## config.mk

```make
export PLATFORM = sky130hd
export DESIGN_NAME = apb_interval_timer
export DESIGN_NICKNAME = d
export VERILOG_FILES = /design/src/rtl/itm_pkg.sv /design/src/rtl/itm_tick_sync.sv /design/src/rtl/itm_channel.sv /design/src/rtl/apb_interval_timer.sv
export SDC_FILE = /design/constraint.sdc
export NUM_CORES = 1
export LEC_CHECK = 0
export ABC_AREA = 1
export BUFFER_PORTS_ARGS = -buffer_cell sky130_fd_sc_hd__buf_2
export CAP_MARGIN = 40
export CORE_ASPECT_RATIO = 1.2
export CORE_MARGIN = 2
export CORE_UTILIZATION = 45
export DETAILED_ROUTE_END_ITERATION = 8
export PLACE_DENSITY = 0.72
export SETUP_SLACK_MARGIN = 0.15
export SLEW_MARGIN = 15
export SYNTH_ARGS = -nofsm -noshare
export SYNTH_HDL_FRONTEND = slang
export SYNTH_SLANG_ARGS = --single-unit
export TNS_END_PERCENT = 1
```

## constraint.sdc

```tcl
create_clock -name pclk -period 5.8 [get_ports pclk]
set_clock_uncertainty 0.1 [all_clocks]
set_input_delay 1.45 -clock pclk [delete_from_list [all_inputs] [get_ports pclk]]
set_output_delay 1.45 -clock pclk [all_outputs]
set_load 0.02 [all_outputs]
```

## src/rtl/itm_pkg.sv

```systemverilog
package itm_pkg;
  localparam int DW = 32;
  localparam logic [7:0] OFF_ID   = 8'h00;
  localparam logic [7:0] OFF_CFG  = 8'h10;
  localparam logic [7:0] OFF_IEN  = 8'h14;
  localparam logic [7:0] OFF_STA  = 8'h18;
  localparam logic [7:0] OFF_CHEN = 8'h1C;

  // bit position used by channel c in every shared register
  function automatic int chan_bit(input int c);
    return 4 * c;
  endfunction

  function automatic logic [7:0] ctrl_off(input int c);
    return 8'(8'h20 + 16 * c);
  endfunction

  function automatic logic [7:0] reload_off(input int c);
    return 8'(8'h24 + 16 * c);
  endfunction

  function automatic logic [7:0] count_off(input int c);
    return 8'(8'h28 + 16 * c);
  endfunction

  // value after one count tick
  function automatic logic [DW-1:0] next_count(input logic [DW-1:0] cur,
                                               input logic [DW-1:0] rld);
    return (cur == '0) ? rld : cur - 1'b1;
  endfunction
endpackage

```

## src/rtl/itm_tick_sync.sv

```systemverilog
module itm_tick_sync (
  input  logic clk,
  input  logic rst_n,
  input  logic async_i,
  output logic rise_o
);
  logic s1_q, s2_q, s3_q;

  always_ff @(posedge clk or negedge rst_n) begin
    if (!rst_n) begin
      s1_q <= 1'b0;
      s2_q <= 1'b0;
      s3_q <= 1'b0;
    end else begin
      s1_q <= async_i;
      s2_q <= s1_q;
      s3_q <= s2_q;
    end
  end

  assign rise_o = s2_q & ~s3_q;

  assert_single_pulse_R6: assert property (@(posedge clk) disable iff (!rst_n)
    rise_o |=> !rise_o);
endmodule

```

## src/rtl/itm_channel.sv

```systemverilog
module itm_channel import itm_pkg::*; (
  input  logic          clk,
  input  logic          rst_n,
  input  logic          en_i,
  input  logic          ctrl_wr_i,
  input  logic          reload_wr_i,
  input  logic          cnt_wr_i,
  input  logic [DW-1:0] wdata_i,
  input  logic          ext_tick_i,
  output logic [3:0]    ctrl_o,
  output logic [DW-1:0] reload_o,
  output logic [DW-1:0] count_o,
  output logic          expire_o
);
  logic ext_rise;
  logic tick;
  logic step;

  itm_tick_sync sync_i (
    .clk    (clk),
    .rst_n  (rst_n),
    .async_i(ext_tick_i),
    .rise_o (ext_rise)
  );

  // bit 3 picks bus clock; bits 2:0 (mode) are stored only
  assign tick     = ctrl_o[3] ? 1'b1 : ext_rise;
  assign step     = tick & en_i & ~cnt_wr_i;
  assign expire_o = step & (count_o == '0);

  always_ff @(posedge clk or negedge rst_n) begin
    if (!rst_n) begin
      ctrl_o   <= '0;
      reload_o <= '0;
      count_o  <= '0;
    end else begin
      if (ctrl_wr_i)   ctrl_o   <= wdata_i[3:0];
      if (reload_wr_i) reload_o <= wdata_i;
      if (cnt_wr_i)    count_o  <= wdata_i;
      else if (step)   count_o  <= next_count(count_o, reload_o);
    end
  end

  assert_decrement_R3: assert property (@(posedge clk) disable iff (!rst_n)
    (step && count_o != '0) |=> count_o == $past(count_o) - 1'b1);
  assert_reload_at_zero_R4: assert property (@(posedge clk) disable iff (!rst_n)
    (expire_o && !reload_wr_i) |=> count_o == $past(reload_o));
  assert_hold_when_off_R5: assert property (@(posedge clk) disable iff (!rst_n)
    (!en_i && !cnt_wr_i) |=> $stable(count_o));
  assert_direct_load_R7: assert property (@(posedge clk) disable iff (!rst_n)
    cnt_wr_i |=> count_o == $past(wdata_i));
endmodule

```

## src/rtl/apb_interval_timer.sv

```systemverilog
module apb_interval_timer import itm_pkg::*; #(
  parameter int          NUM_CH   = 2,
  parameter logic [31:0] ID_VALUE = 32'h0A11_0100
) (
  input  logic              pclk,
  input  logic              presetn,
  input  logic              psel,
  input  logic              penable,
  input  logic              pwrite,
  input  logic [7:0]        paddr,
  input  logic [DW-1:0]     pwdata,
  output logic [DW-1:0]     prdata,
  input  logic [NUM_CH-1:0] ext_tick,
  output logic              irq_o
);
  logic              acc_wr;
  logic [NUM_CH-1:0] wr_bits;
  logic [NUM_CH-1:0] en_q, ie_q, sta_q;
  logic [NUM_CH-1:0] expire, clr_hit;
  logic [3:0]        ctrl_a   [NUM_CH];
  logic [DW-1:0]     reload_a [NUM_CH];
  logic [DW-1:0]     count_a  [NUM_CH];

  assign acc_wr = psel & penable & pwrite;

  always_comb begin
    for (int c = 0; c < NUM_CH; c++) wr_bits[c] = pwdata[chan_bit(c)];
  end

  for (genvar c = 0; c < NUM_CH; c++) begin : g_ch
    itm_channel chan_i (
      .clk        (pclk),
      .rst_n      (presetn),
      .en_i       (en_q[c]),
      .ctrl_wr_i  (acc_wr && paddr == ctrl_off(c)),
      .reload_wr_i(acc_wr && paddr == reload_off(c)),
      .cnt_wr_i   (acc_wr && paddr == count_off(c)),
      .wdata_i    (pwdata),
      .ext_tick_i (ext_tick[c]),
      .ctrl_o     (ctrl_a[c]),
      .reload_o   (reload_a[c]),
      .count_o    (count_a[c]),
      .expire_o   (expire[c])
    );

    assign clr_hit[c] = acc_wr && paddr == OFF_STA && wr_bits[c];

    // expiry outranks a clear on the same edge
    always_ff @(posedge pclk or negedge presetn) begin
      if (!presetn)        sta_q[c] <= 1'b0;
      else if (expire[c])  sta_q[c] <= 1'b1;
      else if (clr_hit[c]) sta_q[c] <= 1'b0;
    end

    assert_status_on_expire_R4: assert property (@(posedge pclk) disable iff (!presetn)
      expire[c] |=> sta_q[c]);
    assert_w1c_clears_R8: assert property (@(posedge pclk) disable iff (!presetn)
      (clr_hit[c] && !expire[c]) |=> !sta_q[c]);
    assert_status_hold_R8: assert property (@(posedge pclk) disable iff (!presetn)
      (!clr_hit[c] && !expire[c]) |=> $stable(sta_q[c]));
  end

  always_ff @(posedge pclk or negedge presetn) begin
    if (!presetn) begin
      en_q <= '0;
      ie_q <= '0;
    end else if (acc_wr) begin
      if (paddr == OFF_CHEN) en_q <= wr_bits;
      if (paddr == OFF_IEN)  ie_q <= wr_bits;
    end
  end

  assign irq_o = |(sta_q & ie_q);

  function automatic logic [DW-1:0] spread(input logic [NUM_CH-1:0] v);
    logic [DW-1:0] r;
    r = '0;
    for (int c = 0; c < NUM_CH; c++) r[chan_bit(c)] = v[c];
    return r;
  endfunction

  always_comb begin
    prdata = '0;
    case (paddr)
      OFF_ID:   prdata = ID_VALUE;
      OFF_CFG:  prdata = DW'(NUM_CH);
      OFF_IEN:  prdata = spread(ie_q);
      OFF_STA:  prdata = spread(sta_q);
      OFF_CHEN: prdata = spread(en_q);
      default: begin
        for (int c = 0; c < NUM_CH; c++) begin
          if (paddr == ctrl_off(c))   prdata = {28'd0, ctrl_a[c]};
          if (paddr == reload_off(c)) prdata = reload_a[c];
          if (paddr == count_off(c))  prdata = count_a[c];
        end
      end
    endcase
  end

  assert_irq_needs_enable_R9: assert property (@(posedge pclk) disable iff (!presetn)
    irq_o |-> (ie_q != '0 && sta_q != '0));
endmodule

```

==> impl_results.md <==
* Mapped Area at 9380 µm²
* HPWL Detailed at 23300 µm
* TritonCTS buffer count at 17
* Fin. Hold Viols at 0
* Worst path depth at 10
* Diode count at 0
* Clk Latency, worst-skew pair at 430 ps
* Drt total wl at 31200 µm
* Area of the core at 20300 µm²
* Seq. cell area at 3700 µm²
* Clk root buf: clkbuf_16
* Cts-stage hold buffer count at 0
* Post-CTS Resized at 0
* Instance count of the mapped netlist at 1361
* Highest-delay cell along the critical path: buf_4
* Die Ht at 162 µm
* Multi-input logic area at 4720 µm²
* Die width at 136 µm
* Drt via density at 5.56
* Ys flop type: dfrtp_1
* Clock sink count at 148
* Crit start category: input pin
* Avg Inst Size Synth at 6.89 µm²
* Most frequent cell after synthesis: nand2_1
* Crit Path Class: in -> out
* Vias in the first global route at 8847
* DR vias at 9488
* Period Utilization, post-route at 81.3%
* Crit path arrival time at 3170 ps
* Drt first pass iters at 6
* Final GP Congestion at 0.960
* Final setup fails at 0
* Cells after DPL at 1674
* CP top delay family: simple AND/OR/NAND/NOR gates
* Leakage at 5.49 nW
* Time the worst path needs with I/O delays and setup at 4720 ps
* Relative slew slack at 50.0%
* Internal reg-to-reg setup slack at 3510 ps
* Ratio of cells with drive above 1 in the final layout at 11.5%
* Mapped Nets at 1412
* Final number of max-transition violations at 0
* Post-synth EDFFs at 0
* GRT overflow at 0
* Worst Setup EP: prdata[27]
* Synth cell count leaders: 377 x nand2_1, 184 x inv_1, 148 x dfrtp_1
* Worst-margin pin slew at 750 ps
* DRC at 0
* Starting Density at 46.1%
* Setup total negative slack at 0 ps
* Status: finished clean
* Crit-path cells: buf_2 > nor2_4 > nand3_2 > nor2_4 > buf_4 > nand2_1 > o21ai_0 > a21oi_1 > o211ai_1 > buf_2
* First-pass GRT wire length at 48900 µm
* Largest fanout on the critical path at 19
* Hold Crit Class: reg -> reg
* Achievable Freq at 212 MHz
* Io pins at 80
* Sequential area share after synthesis at 39.5%
* Largest net degree at the start of global routing at 59
* # nets final at 1480
* Crit-path max cell delay at 320 ps
* Worst Min Path Start: g_ch[1].chan_i.sync_i.s1_q
* Top post-synthesis cells by area: dfrtp_1 40%, nand2_1 15%, inv_1 7.4%, o21ai_0 6.5%, nor2_1 5.8%
* Top cell type by total area after synthesis: dfrtp_1
* P per Cell Area at 347 nW/µm²
* Post-synthesis register bit count at 148
* Layout fillers at 1984
* Initial antenna violation count at 0
* DRT antenna net count at 0
* RR Startpoint: g_ch[0].chan_i.count_o[0]
* RSZ-0062 raised after global routing: false
* H-tree depth at 4
* Core Util, Final at 52.3%
* Peak supply drop at 0.000237 V
* Reg2reg path depth at 10
* R2R Path End: g_ch[0].chan_i.count_o[2]
* Ys async rst share at 100%
* Buffers inserted by post-CTS timing repair at 0
* Die area at 22000 µm²
* Worst Setup SP: paddr[1]
* CTS clock-pin slew for the worst setup and hold paths at 60 ps
* Site row count at 57
* 1st-iter DRT viols at 1015
* Top-area cell type share of the netlist area at 39.5%
* CTS tree: yes
* CP Data Required Time at 4250 ps
* I/O Buffers at 79
* Pwr Total at 3.69 mW
* Routed length per instance at 18.3 µm
* Max Buffers Root-to-Sink at 2
* Syn. warnings at 0
* Distinct cells, synth at 36
* GRT Resource Usage Total at 28.9%
* Crit end category: output port
* Buf/Inv on CP at 3
* # Max-Cap Violations at 0
* P&R area growth vs syn at 13.5%
* Final std cells w/o fill at 1706
-- per-layer routing --
metal | part of all wire (%) | GRT usage (%)
met1 | 43 | 39.4
met2 | 48 | 47.1
met3 | 6.6 | 4.37
met4 | 2.8 | 10.0
met5 | 0 | 0
-- power by group --
| part | internal [mW] | switching [mW] | total, mW |
|---|---|---|---|
| registers | 1.08 | 0.0579 | 1.14 |
| logic | 0.453 | 1.00 | 1.45 |
| clock network | 0.642 | 0.457 | 1.10 |
| total | 2.18 | 1.52 | 3.69 |
-- cell families after synthesis --
kind of cell | count (synthesis) | synth area share, %
AND/OR/NAND/NOR | 688 | 32.3
AO/OA/AOI/OAI | 255 | 14.8
adder cells (fa/ha/maj) | 4 | 0.534
buffers and inverters | 237 | 10.2
XOR/XNOR | 29 | 2.71
flip-flops | 148 | 39.5
-- worst register-to-register path, stage by stage, from the launching register on --
cell and delay (ps):
dfrtp_1 380, inv_1 200, ha_1 210, nand3_1 100
nor2_1 120, nand3_1 120, nor2_4 260, inv_2 160
nor2_1 340, nand2_1 120, nand3b_1 110
-- layout by cell type (no fill, tap or decap), drive strengths merged --
cell        n
and2        2
a31oi       2
o21bai      1
bufinv      2
clkbuf     19
o221ai      1
nand3      77
ha          4
o22ai      67
nand2     382
or2         3
o21ai     139
inv       191
nor3b       1
a21oi      39
xor2       29
nand4      10
o211ai      6
nor4        1
nand3b     42
clkinv      4
and3        1
buf        95
dfrtp     148
nor3        2
clkinvlp    6
nor2      167
-- worst min path at each step --
| stage | end | cells after the start | slack, ps |
|---|---|---|---|
| 2_1_floorplan | g_ch[0].chan_i.sync_i.s2_q | 0 | 230 |
| 3_3_place_gp | g_ch[0].chan_i.sync_i.s2_q | 0 | 230 |
| 3_5_place_dp | g_ch[1].chan_i.sync_i.s2_q | 0 | 240 |
| 4_1_cts | g_ch[1].chan_i.sync_i.s2_q | 0 | 260 |
| 5_1_grt | g_ch[0].chan_i.sync_i.s2_q | 0 | 270 |
| 6_report | g_ch[1].chan_i.sync_i.s2_q | 0 | 250 |
-- through the flow --
stage | setup WS, ps | hold slack, ps | instance area, µm²
2_1_floorplan | 1650 | 231 | 9380
3_3_place_gp | 997 | 233 | 9950
3_5_place_dp | 930 | 242 | 10000
4_1_cts | 927 | 256 | 10600
5_1_grt | 973 | 273 | 10600
6_report | 1080 | 252 | 10600
-- registers in the layout, summed over array words and instances, names as in the netlist --
| name | flops |
|---|---|
| g_ch.chan_i.count_o | 64 |
| g_ch.chan_i.reload_o | 64 |
| g_ch.chan_i.ctrl_o | 8 |
| en_q | 2 |
| g_ch.chan_i.sync_i.s1_q | 2 |
| g_ch.chan_i.sync_i.s2_q | 2 |
| g_ch.chan_i.sync_i.s3_q | 2 |
| ie_q | 2 |
| sta_q | 2 |
-- cell type report --
type	count	share of cell area, %
clock buffers	19	4.16
repair buffers	95	5.54
well taps	265	3.12
multi-input cells	976	44.4
inverters	191	6.74
flip-flops and latches	148	34.8
clock inverters	12	1.25
Note: power is estimated with default switching activity, not from simulation.
